**config.mk**
```make
export PLATFORM = sky130hd
export DESIGN_NAME = trig_qualifier
export DESIGN_NICKNAME = d
export VERILOG_FILES = /design/src/rtl/trig_pkg.sv /design/src/rtl/trig_cfg_regs.sv /design/src/rtl/trig_match.sv /design/src/rtl/trig_seq.sv /design/src/rtl/trig_qualifier.sv
export SDC_FILE = /design/constraint.sdc
export NUM_CORES = 1
export LEC_CHECK = 0
export ABC_AREA = 1
export CAP_MARGIN = 10
export CORE_ASPECT_RATIO = 1.25
export CORE_MARGIN = 4
export CORE_UTILIZATION = 56
export CTS_CLUSTER_SIZE = 16
export DETAILED_ROUTE_END_ITERATION = 7
export PLACE_DENSITY = 0.72
export SLEW_MARGIN = 20
export SYNTH_ARGS = -nofsm -noshare
export SYNTH_HDL_FRONTEND = slang
export SYNTH_SLANG_ARGS = --single-unit
```
**constraint.sdc**
```tcl
create_clock -name clk -period 2.4 [get_ports clk]
set_input_delay 0.48 -clock clk [delete_from_list [all_inputs] [get_ports clk]]
set_output_delay 0.48 -clock clk [all_outputs]
set_load 0.02 [all_outputs]
```
**src/rtl/trig_pkg.sv**
```systemverilog
package trig_pkg;

  localparam int REG_W = 8;

  localparam logic [REG_W-1:0] ADDR_LVL_BASE = 8'h40;
  localparam logic [REG_W-1:0] ADDR_CNT_BASE = 8'h50;

  localparam logic [1:0] LVL_HIGH = 2'b01;
  localparam logic [1:0] LVL_LOW  = 2'b10;

  localparam logic [1:0] EDGE_OFF  = 2'b00;
  localparam logic [1:0] EDGE_RISE = 2'b01;
  localparam logic [1:0] EDGE_FALL = 2'b10;
  localparam logic [1:0] EDGE_ANY  = 2'b11;

  typedef enum logic {
    ST_IDLE  = 1'b0,
    ST_ARMED = 1'b1
  } seq_state_t;

endpackage

```
**src/rtl/trig_cfg_regs.sv**
```systemverilog
module trig_cfg_regs
  import trig_pkg::*;
#(
  parameter int NUM_CH = 32,
  parameter int CNT_W  = 16
) (
  input  logic                 clk,
  input  logic                 rst_n,
  input  logic                 cfg_lock,
  input  logic                 wr_en,
  input  logic [REG_W-1:0]     wr_addr,
  input  logic [REG_W-1:0]     wr_data,
  output logic [2*NUM_CH-1:0]  lvl_codes,
  output logic [REG_W-1:0]     edge_cfg,
  output logic [CNT_W-1:0]     cnt_target
);

  localparam int LVL_REGS  = NUM_CH / 4;
  localparam int CNT_BYTES = CNT_W / REG_W;
  localparam logic [REG_W-1:0] ADDR_EDGE = ADDR_LVL_BASE + REG_W'(LVL_REGS);

  logic wr_ok;
  assign wr_ok = wr_en & ~cfg_lock;

  // level qualifier bytes, four channels per byte
  for (genvar gi = 0; gi < LVL_REGS; gi++) begin : g_lvl
    logic             we;
    logic [REG_W-1:0] q, d;
    assign we = wr_ok && (wr_addr == ADDR_LVL_BASE + REG_W'(gi));
    always_comb d = we ? wr_data : q;
    always_ff @(posedge clk or negedge rst_n) begin
      if (!rst_n) q <= '0;
      else        q <= d;
    end
    assign lvl_codes[gi*REG_W +: REG_W] = q;
  end

  // edge qualifier byte
  logic             edge_we;
  logic [REG_W-1:0] edge_q, edge_d;
  assign edge_we = wr_ok && (wr_addr == ADDR_EDGE);
  always_comb edge_d = edge_we ? wr_data : edge_q;
  always_ff @(posedge clk or negedge rst_n) begin
    if (!rst_n) edge_q <= '0;
    else        edge_q <= edge_d;
  end
  assign edge_cfg = edge_q;

  // occurrence count bytes, little-endian from ADDR_CNT_BASE, resets to 1
  for (genvar gi = 0; gi < CNT_BYTES; gi++) begin : g_cnt
    localparam logic [REG_W-1:0] RST_VAL = (gi == 0) ? REG_W'(1) : '0;
    logic             we;
    logic [REG_W-1:0] q, d;
    assign we = wr_ok && (wr_addr == ADDR_CNT_BASE + REG_W'(gi));
    always_comb d = we ? wr_data : q;
    always_ff @(posedge clk or negedge rst_n) begin
      if (!rst_n) q <= RST_VAL;
      else        q <= d;
    end
    assign cnt_target[gi*REG_W +: REG_W] = q;
  end

  AST_CFG_FROZEN: assert property (@(posedge clk) disable iff (!rst_n)
    cfg_lock |=> $stable({lvl_codes, edge_cfg, cnt_target}))
    else $error("configuration changed while armed");

endmodule

```
**src/rtl/trig_match.sv**
```systemverilog
module trig_match
  import trig_pkg::*;
#(
  parameter int NUM_CH = 32
) (
  input  logic                clk,
  input  logic                rst_n,
  input  logic                smp_valid,
  input  logic [NUM_CH-1:0]   smp_data,
  input  logic [2*NUM_CH-1:0] lvl_codes,
  input  logic [REG_W-1:0]    edge_cfg,
  output logic                hit
);

  localparam int IDX_W = (NUM_CH > 1) ? $clog2(NUM_CH) : 1;
  localparam int SEL_W = REG_W - 2;

  // previous valid sample, reference for the edge qualifier
  logic [NUM_CH-1:0] prev_q, prev_d;
  logic              seen_q, seen_d;

  always_comb begin
    prev_d = smp_valid ? smp_data : prev_q;
    seen_d = seen_q | smp_valid;
  end

  always_ff @(posedge clk or negedge rst_n) begin
    if (!rst_n) begin
      prev_q <= '0;
      seen_q <= 1'b0;
    end else begin
      prev_q <= prev_d;
      seen_q <= seen_d;
    end
  end

  // per-channel level qualifiers
  logic [NUM_CH-1:0] lvl_ok;
  for (genvar gi = 0; gi < NUM_CH; gi++) begin : g_ch
    logic [1:0] code;
    assign code = lvl_codes[2*gi +: 2];
    assign lvl_ok[gi] = (code == LVL_HIGH) ?  smp_data[gi] :
                        (code == LVL_LOW)  ? ~smp_data[gi] : 1'b1;
  end

  // edge qualifier
  logic [1:0]       edge_kind;
  logic [SEL_W-1:0] edge_sel;
  logic             sel_ok, cur_bit, prv_bit, edge_ok;

  assign edge_kind = edge_cfg[REG_W-1 -: 2];
  assign edge_sel  = edge_cfg[SEL_W-1:0];
  assign sel_ok    = (int'(edge_sel) < NUM_CH) && seen_q;
  assign cur_bit   = smp_data[edge_sel[IDX_W-1:0]];
  assign prv_bit   = prev_q[edge_sel[IDX_W-1:0]];

  always_comb begin
    unique case (edge_kind)
      EDGE_OFF:  edge_ok = 1'b1;
      EDGE_RISE: edge_ok = sel_ok & ~prv_bit &  cur_bit;
      EDGE_FALL: edge_ok = sel_ok &  prv_bit & ~cur_bit;
      EDGE_ANY:  edge_ok = sel_ok & (prv_bit ^ cur_bit);
    endcase
  end

  assign hit = smp_valid & (&lvl_ok) & edge_ok;

endmodule

```
**src/rtl/trig_seq.sv**
```systemverilog
module trig_seq
  import trig_pkg::*;
#(
  parameter int CNT_W = 16
) (
  input  logic             clk,
  input  logic             rst_n,
  input  logic             arm,
  input  logic             hit,
  input  logic [CNT_W-1:0] cnt_target,
  output logic             armed,
  output logic             trig_pulse
);

  seq_state_t       st_q, st_d;
  logic [CNT_W-1:0] cnt_q, cnt_d, cnt_inc, goal;
  logic             pulse_q, pulse_d;

  assign goal    = (cnt_target == '0) ? CNT_W'(1) : cnt_target;
  assign cnt_inc = cnt_q + CNT_W'(1);

  always_comb begin
    st_d    = st_q;
    cnt_d   = cnt_q;
    pulse_d = 1'b0;
    case (st_q)
      ST_IDLE: begin
        if (arm) begin
          st_d  = ST_ARMED;
          cnt_d = '0;
        end
      end
      ST_ARMED: begin
        if (hit) begin
          if (cnt_inc == goal) begin
            st_d    = ST_IDLE;
            cnt_d   = '0;
            pulse_d = 1'b1;
          end else begin
            cnt_d = cnt_inc;
          end
        end
      end
    endcase
  end

  always_ff @(posedge clk or negedge rst_n) begin
    if (!rst_n) begin
      st_q    <= ST_IDLE;
      cnt_q   <= '0;
      pulse_q <= 1'b0;
    end else begin
      st_q    <= st_d;
      cnt_q   <= cnt_d;
      pulse_q <= pulse_d;
    end
  end

  assign armed      = (st_q == ST_ARMED);
  assign trig_pulse = pulse_q;

  AST_PULSE_SINGLE: assert property (@(posedge clk) disable iff (!rst_n)
    trig_pulse |=> !trig_pulse)
    else $error("trigger pulse longer than one cycle");

  AST_CNT_BELOW_GOAL: assert property (@(posedge clk) disable iff (!rst_n)
    armed |-> (cnt_q < goal))
    else $error("occurrence counter passed its goal");

  AST_FIRE_FROM_HIT: assert property (@(posedge clk) disable iff (!rst_n)
    trig_pulse |-> $past(hit && armed))
    else $error("pulse without an armed matching sample");

  AST_IDLE_AFTER_FIRE: assert property (@(posedge clk) disable iff (!rst_n)
    trig_pulse |-> !armed)
    else $error("still armed after firing");

endmodule

```
**src/rtl/trig_qualifier.sv**
```systemverilog
module trig_qualifier
  import trig_pkg::*;
#(
  parameter int NUM_CH = 32,
  parameter int CNT_W  = 16
) (
  input  logic              clk,
  input  logic              rst_n,
  input  logic              arm,
  input  logic              smp_valid,
  input  logic [NUM_CH-1:0] smp_data,
  input  logic              wr_en,
  input  logic [7:0]        wr_addr,
  input  logic [7:0]        wr_data,
  output logic              trig_pulse
);

  logic [2*NUM_CH-1:0] lvl_codes;
  logic [REG_W-1:0]    edge_cfg;
  logic [CNT_W-1:0]    cnt_target;
  logic                armed;
  logic                hit;

  trig_cfg_regs #(.NUM_CH(NUM_CH), .CNT_W(CNT_W)) u_regs (
    .clk        (clk),
    .rst_n      (rst_n),
    .cfg_lock   (armed),
    .wr_en      (wr_en),
    .wr_addr    (wr_addr),
    .wr_data    (wr_data),
    .lvl_codes  (lvl_codes),
    .edge_cfg   (edge_cfg),
    .cnt_target (cnt_target)
  );

  trig_match #(.NUM_CH(NUM_CH)) u_match (
    .clk       (clk),
    .rst_n     (rst_n),
    .smp_valid (smp_valid),
    .smp_data  (smp_data),
    .lvl_codes (lvl_codes),
    .edge_cfg  (edge_cfg),
    .hit       (hit)
  );

  trig_seq #(.CNT_W(CNT_W)) u_seq (
    .clk        (clk),
    .rst_n      (rst_n),
    .arm        (arm),
    .hit        (hit),
    .cnt_target (cnt_target),
    .armed      (armed),
    .trig_pulse (trig_pulse)
  );

endmodule

```
==> results.py <==
metrics = {
    "status": {
        "status": "completed",
    },
    "power": {
        "pwr_density_cell_mw_per_mm2": 659,
        "max-vdd-ir-drop_uv": 501,
        "p_leak_uw": 0.00450,
    },
    "timing": {
        "slew_viol_final": 0,
        "max_freq_mhz": 458,
        "finalHoldViolations": 0,
        "fin_crit_sh_pct": 90.9,
        "tightest_slew_ps": 662,
        "rsz0062_at_grt": "no",
        "slew-limit-headroom_pct": 55.8,
        "layout_setup_ws_ps": 219,
        "post-route-min-period_ps": 2180,
        "finalClockSkew_ps": 5.75,
        "setup_violations": 0,
    },
    "global_route": {
        "grt-ovfl-total": 0,
        "antenna_found_initial": 0,
        "use_met3_pct": 5.51,
        "track_usage_pct": 30.6,
        "use_met2_pct": 49.8,
        "busiest_layer": "met2",
        "grt_pass1_wl_mm": 37.2,
        "grt_pass1_vias": 7118,
        "grt_max_degree": 50,
        "grtUsageMet1_pct": 39.0,
    },
    "setup_path": {
        "worst-path-buf-inv": 3,
        "cpPeakStageDelay_ps": 390,
        "timing.rr.start": "u_seq.cnt_q[1]",
        "path_max_fanout": 12,
        "cp_cell_sequence": "ha_1, nand2_1, nor2_1, nand3_1, nand2_1, nand2_1, nand2_1, nand2_1, inv_1, nand2_1, nor2_2, nand3_4, buf_12, o21bai_1, inv_1",
        "cpMaxStageDelayCell": "dfrtp_1",
        "worstSetupPathType": "reg2reg",
        "cp-startpoint": "u_seq.cnt_q[1]",
        "cp_common_cell": "nand2_1",
        "critPathRequiredTime_ps": 2710,
        "crit_family": "simple AND/OR/NAND/NOR gates",
        "cp-end-kind": "register",
        "crit_arrival_ps": 2490,
        "start_kind": "register",
    },
    "synth": {
        "synth_edf_count": 0,
        "avgSynthCellArea_um2": 7.32,
        "synthSimpleGateAreaFrac_pct": 36.0,
        "synth-xor-area-share_pct": 1.08,
        "synth_nets": 1110,
        "synth_top_family_by_area": "simple AND/OR/NAND/NOR gates",
        "synthesis.area_mm2": 0.00773,
        "yosys_warnings": 0,
        "synth_compound_area_share_pct": 7.22,
        "seq_area_frac_synth_pct": 45.0,
        "ys_types": 36,
        "synthMuxAreaShare_pct": 2.18,
        "synth_cells": 1056,
        "synth_fa_ha_area_share_pct": 0.162,
        "synth_flop_cell": "dfrtp_1",
        "async_reset_ff_share_pct": 100,
        "synth-seq-cells": 139,
    },
    "final_layout": {
        "stdcell_count": 1337,
        "post-route-util_pct": 69.7,
        "multi_input_area_mm2": 0.00362,
        "syn_to_final_growth_pct": 20.8,
        "ff_latch_area_mm2": 0.00348,
        "num-nets-final": 1207,
        "layout.filler_cells": 1163,
        "n_antenna_cell": 0,
        "drive_gt1_share_pct": 11.8,
    },
    "floorplanning": {
        "core_region_area_mm2": 0.0134,
        "die_w_um": 113,
        "rows": 47,
        "die_h_um": 139,
        "die_area_mm2": 0.0158,
        "ios": 54,
        "initial_core_util_pct": 57.7,
    },
    "placed_design": {
        "dp_slack_ps": -218,
        "dp_cells": 1302,
        "dp_hpwl_mm": 17.0,
        "portBuffers": 53,
        "gp_congestion": 1.03,
    },
    "clock_tree": {
        "clk_latency_ps": 430,
        "cts_made_buffers": 17,
        "htree_levels": 4,
        "path_clk_slew_ps": 60,
        "clock_path_buffers": 2,
        "cts_tree": "yes",
        "root_buffer": "clkbuf_16",
        "clock_sinks": 139,
    },
    "run": {
        "drv_cap": 0,
    },
    "route": {
        "drt_iter0_markers": 676,
        "vias": 7529,
        "vias_per_cell": 5.63,
        "ant_nets": 0,
        "routed_wl_mm": 23.7,
        "drc": 0,
        "wl_per_cell_um": 17.7,
        "drt_first_pass_iters": 7,
    },
    "worst_hold_path": {
        "holdCritStartpoint": "u_regs.edge_cfg[7]",
        "min-delay-path-class": "reg2reg",
    },
}
state kept, by name (all words and copies together) (netlist names):
signal,cells
u_regs.g_lvl.q,64
u_match.prev_q,32
u_regs.g_cnt.q,16
u_seq.cnt_q,16
u_regs.edge_cfg,8
u_match.seen_q,1
u_seq.armed,1
u_seq.trig_pulse,1
metrics by stage:
step	power, uW	TNS (ps)	hold WS [ps]	instance area [um^2]
6_report	6160	0	486	9340
5_1_grt	6400	0	516	9340
4_1_cts	6050	0	489	9290
3_5_place_dp	3700	-3270	442	8750
3_3_place_gp	3690	-2450	445	8750
2_1_floorplan	3290	0	184	7730
cells in the mapped netlist (3+ instances only):
| cell type | number | area [um^2] |
|---|---|---|
| nand2_1 | 327 | 1230 |
| dfrtp_1 | 138 | 3450 |
| nand3_1 | 123 | 616 |
| inv_1 | 107 | 402 |
| nor2_1 | 91 | 342 |
| o21ai_0 | 91 | 455 |
| nand4_1 | 34 | 213 |
| clkbuf_1 | 26 | 97.6 |
| nor3_1 | 19 | 95.1 |
| a21oi_1 | 18 | 90.1 |
| mux2_2 | 15 | 169 |
| nand3b_1 | 15 | 113 |
| buf_4 | 7 | 52.6 |
| buf_6 | 5 | 56.3 |
| xnor2_1 | 5 | 43.8 |
| buf_2 | 4 | 20.0 |
| nand2_2 | 3 | 18.8 |
| nor2_2 | 3 | 18.8 |
cell type report:
cell class / count / area share [%]
Multi-Input combinational cell: 765 / 38.7
Clock inverter: 14 / 1.07
Clock buffer: 18 / 4.59
Timing Repair Buffer: 120 / 11.5
Inverter: 110 / 4.55
Tap cell: 171 / 2.29
Sequential cell: 139 / 37.3
cells by family after synthesis:
group	count (synthesis)
simple gates	630
buf+inv	152
flops	139
compound gates	111
mux	15
xor+xnor	8
fa+ha+maj	1
worst register-to-register path, stage by stage (launching register included):
cell and delay [ps]:
dfrtp_1 390, ha_1 190, nand2_1 120, nor2_1 250, nand3_1 120, nand2_1 100
nand2_1 70, nand2_1 60, nand2_1 40, inv_1 40, nand2_1 50, nor2_2 130
nand3_4 130, buf_12 170, o21bai_1 130, inv_1 60
layout by cell type (no fill, tap or decap), types with 2 or more instances in the layout:
cell type / netlist / routed
a21oi_1: 18 / 18
and3_1: 2 / 2
buf_12: 0 / 3
buf_4: 7 / 62
buf_6: 5 / 2
clkbuf_16: 0 / 17
clkdlybuf4s50_1: 0 / 51
clkinv_2: 0 / 4
clkinv_4: 0 / 2
clkinvlp_4: 0 / 6
dfrtp_1: 138 / 136
dfrtp_2: 0 / 2
inv_1: 107 / 107
inv_6: 0 / 3
mux2_2: 15 / 15
nand2_1: 327 / 326
nand2_2: 3 / 4
nand3_1: 123 / 122
nand3_2: 2 / 3
nand3b_1: 15 / 15
nand4_1: 34 / 34
nor2_1: 91 / 90
nor2_2: 3 / 4
nor2_4: 2 / 2
nor3_1: 19 / 19
nor3b_1: 2 / 2
nor4b_1: 2 / 2
o21ai_0: 91 / 91
xnor2_1: 5 / 5
xor2_1: 2 / 2
per-layer routing:
metal | share of wire [%] | vias up
met5 | 0 | -
met4 | 4.8 | 0
met3 | 7.2 | 80
met2 | 48 | 323
met1 | 40 | 3512
li1 | - | 3614
report_power, final:
group          internal (uW)  switching, uW
sequential              2470           98.1
combinational            486            734
clock                   1320           1050
total                   4270           1880
repair_timing:
item / 4_1_cts / 5_1_grt
hold endpoints to repair: 22 / 0
resized for setup: 0 / 10
hold buffers: 1 / 0
buffers inserted: 0 / 2
setup endpoints to repair: 0 / 8
worst paths after layout:
path | end | slack (ps) | depth (start not counted)
worst max-delay path | u_seq.armed | 220 | 15
worst min-delay path | u_regs.edge_cfg[7] | 490 | 2
worst max register to register | u_seq.armed | 220 | 15
worst min register to register | u_regs.edge_cfg[7] | 490 | 2
max in group asynchronous | u_regs.g_cnt[0].q[0] | 1170 | 3
min in group asynchronous | u_regs.g_lvl[0].q[7] | 550 | 2
(Power assumes the default switching activity.)
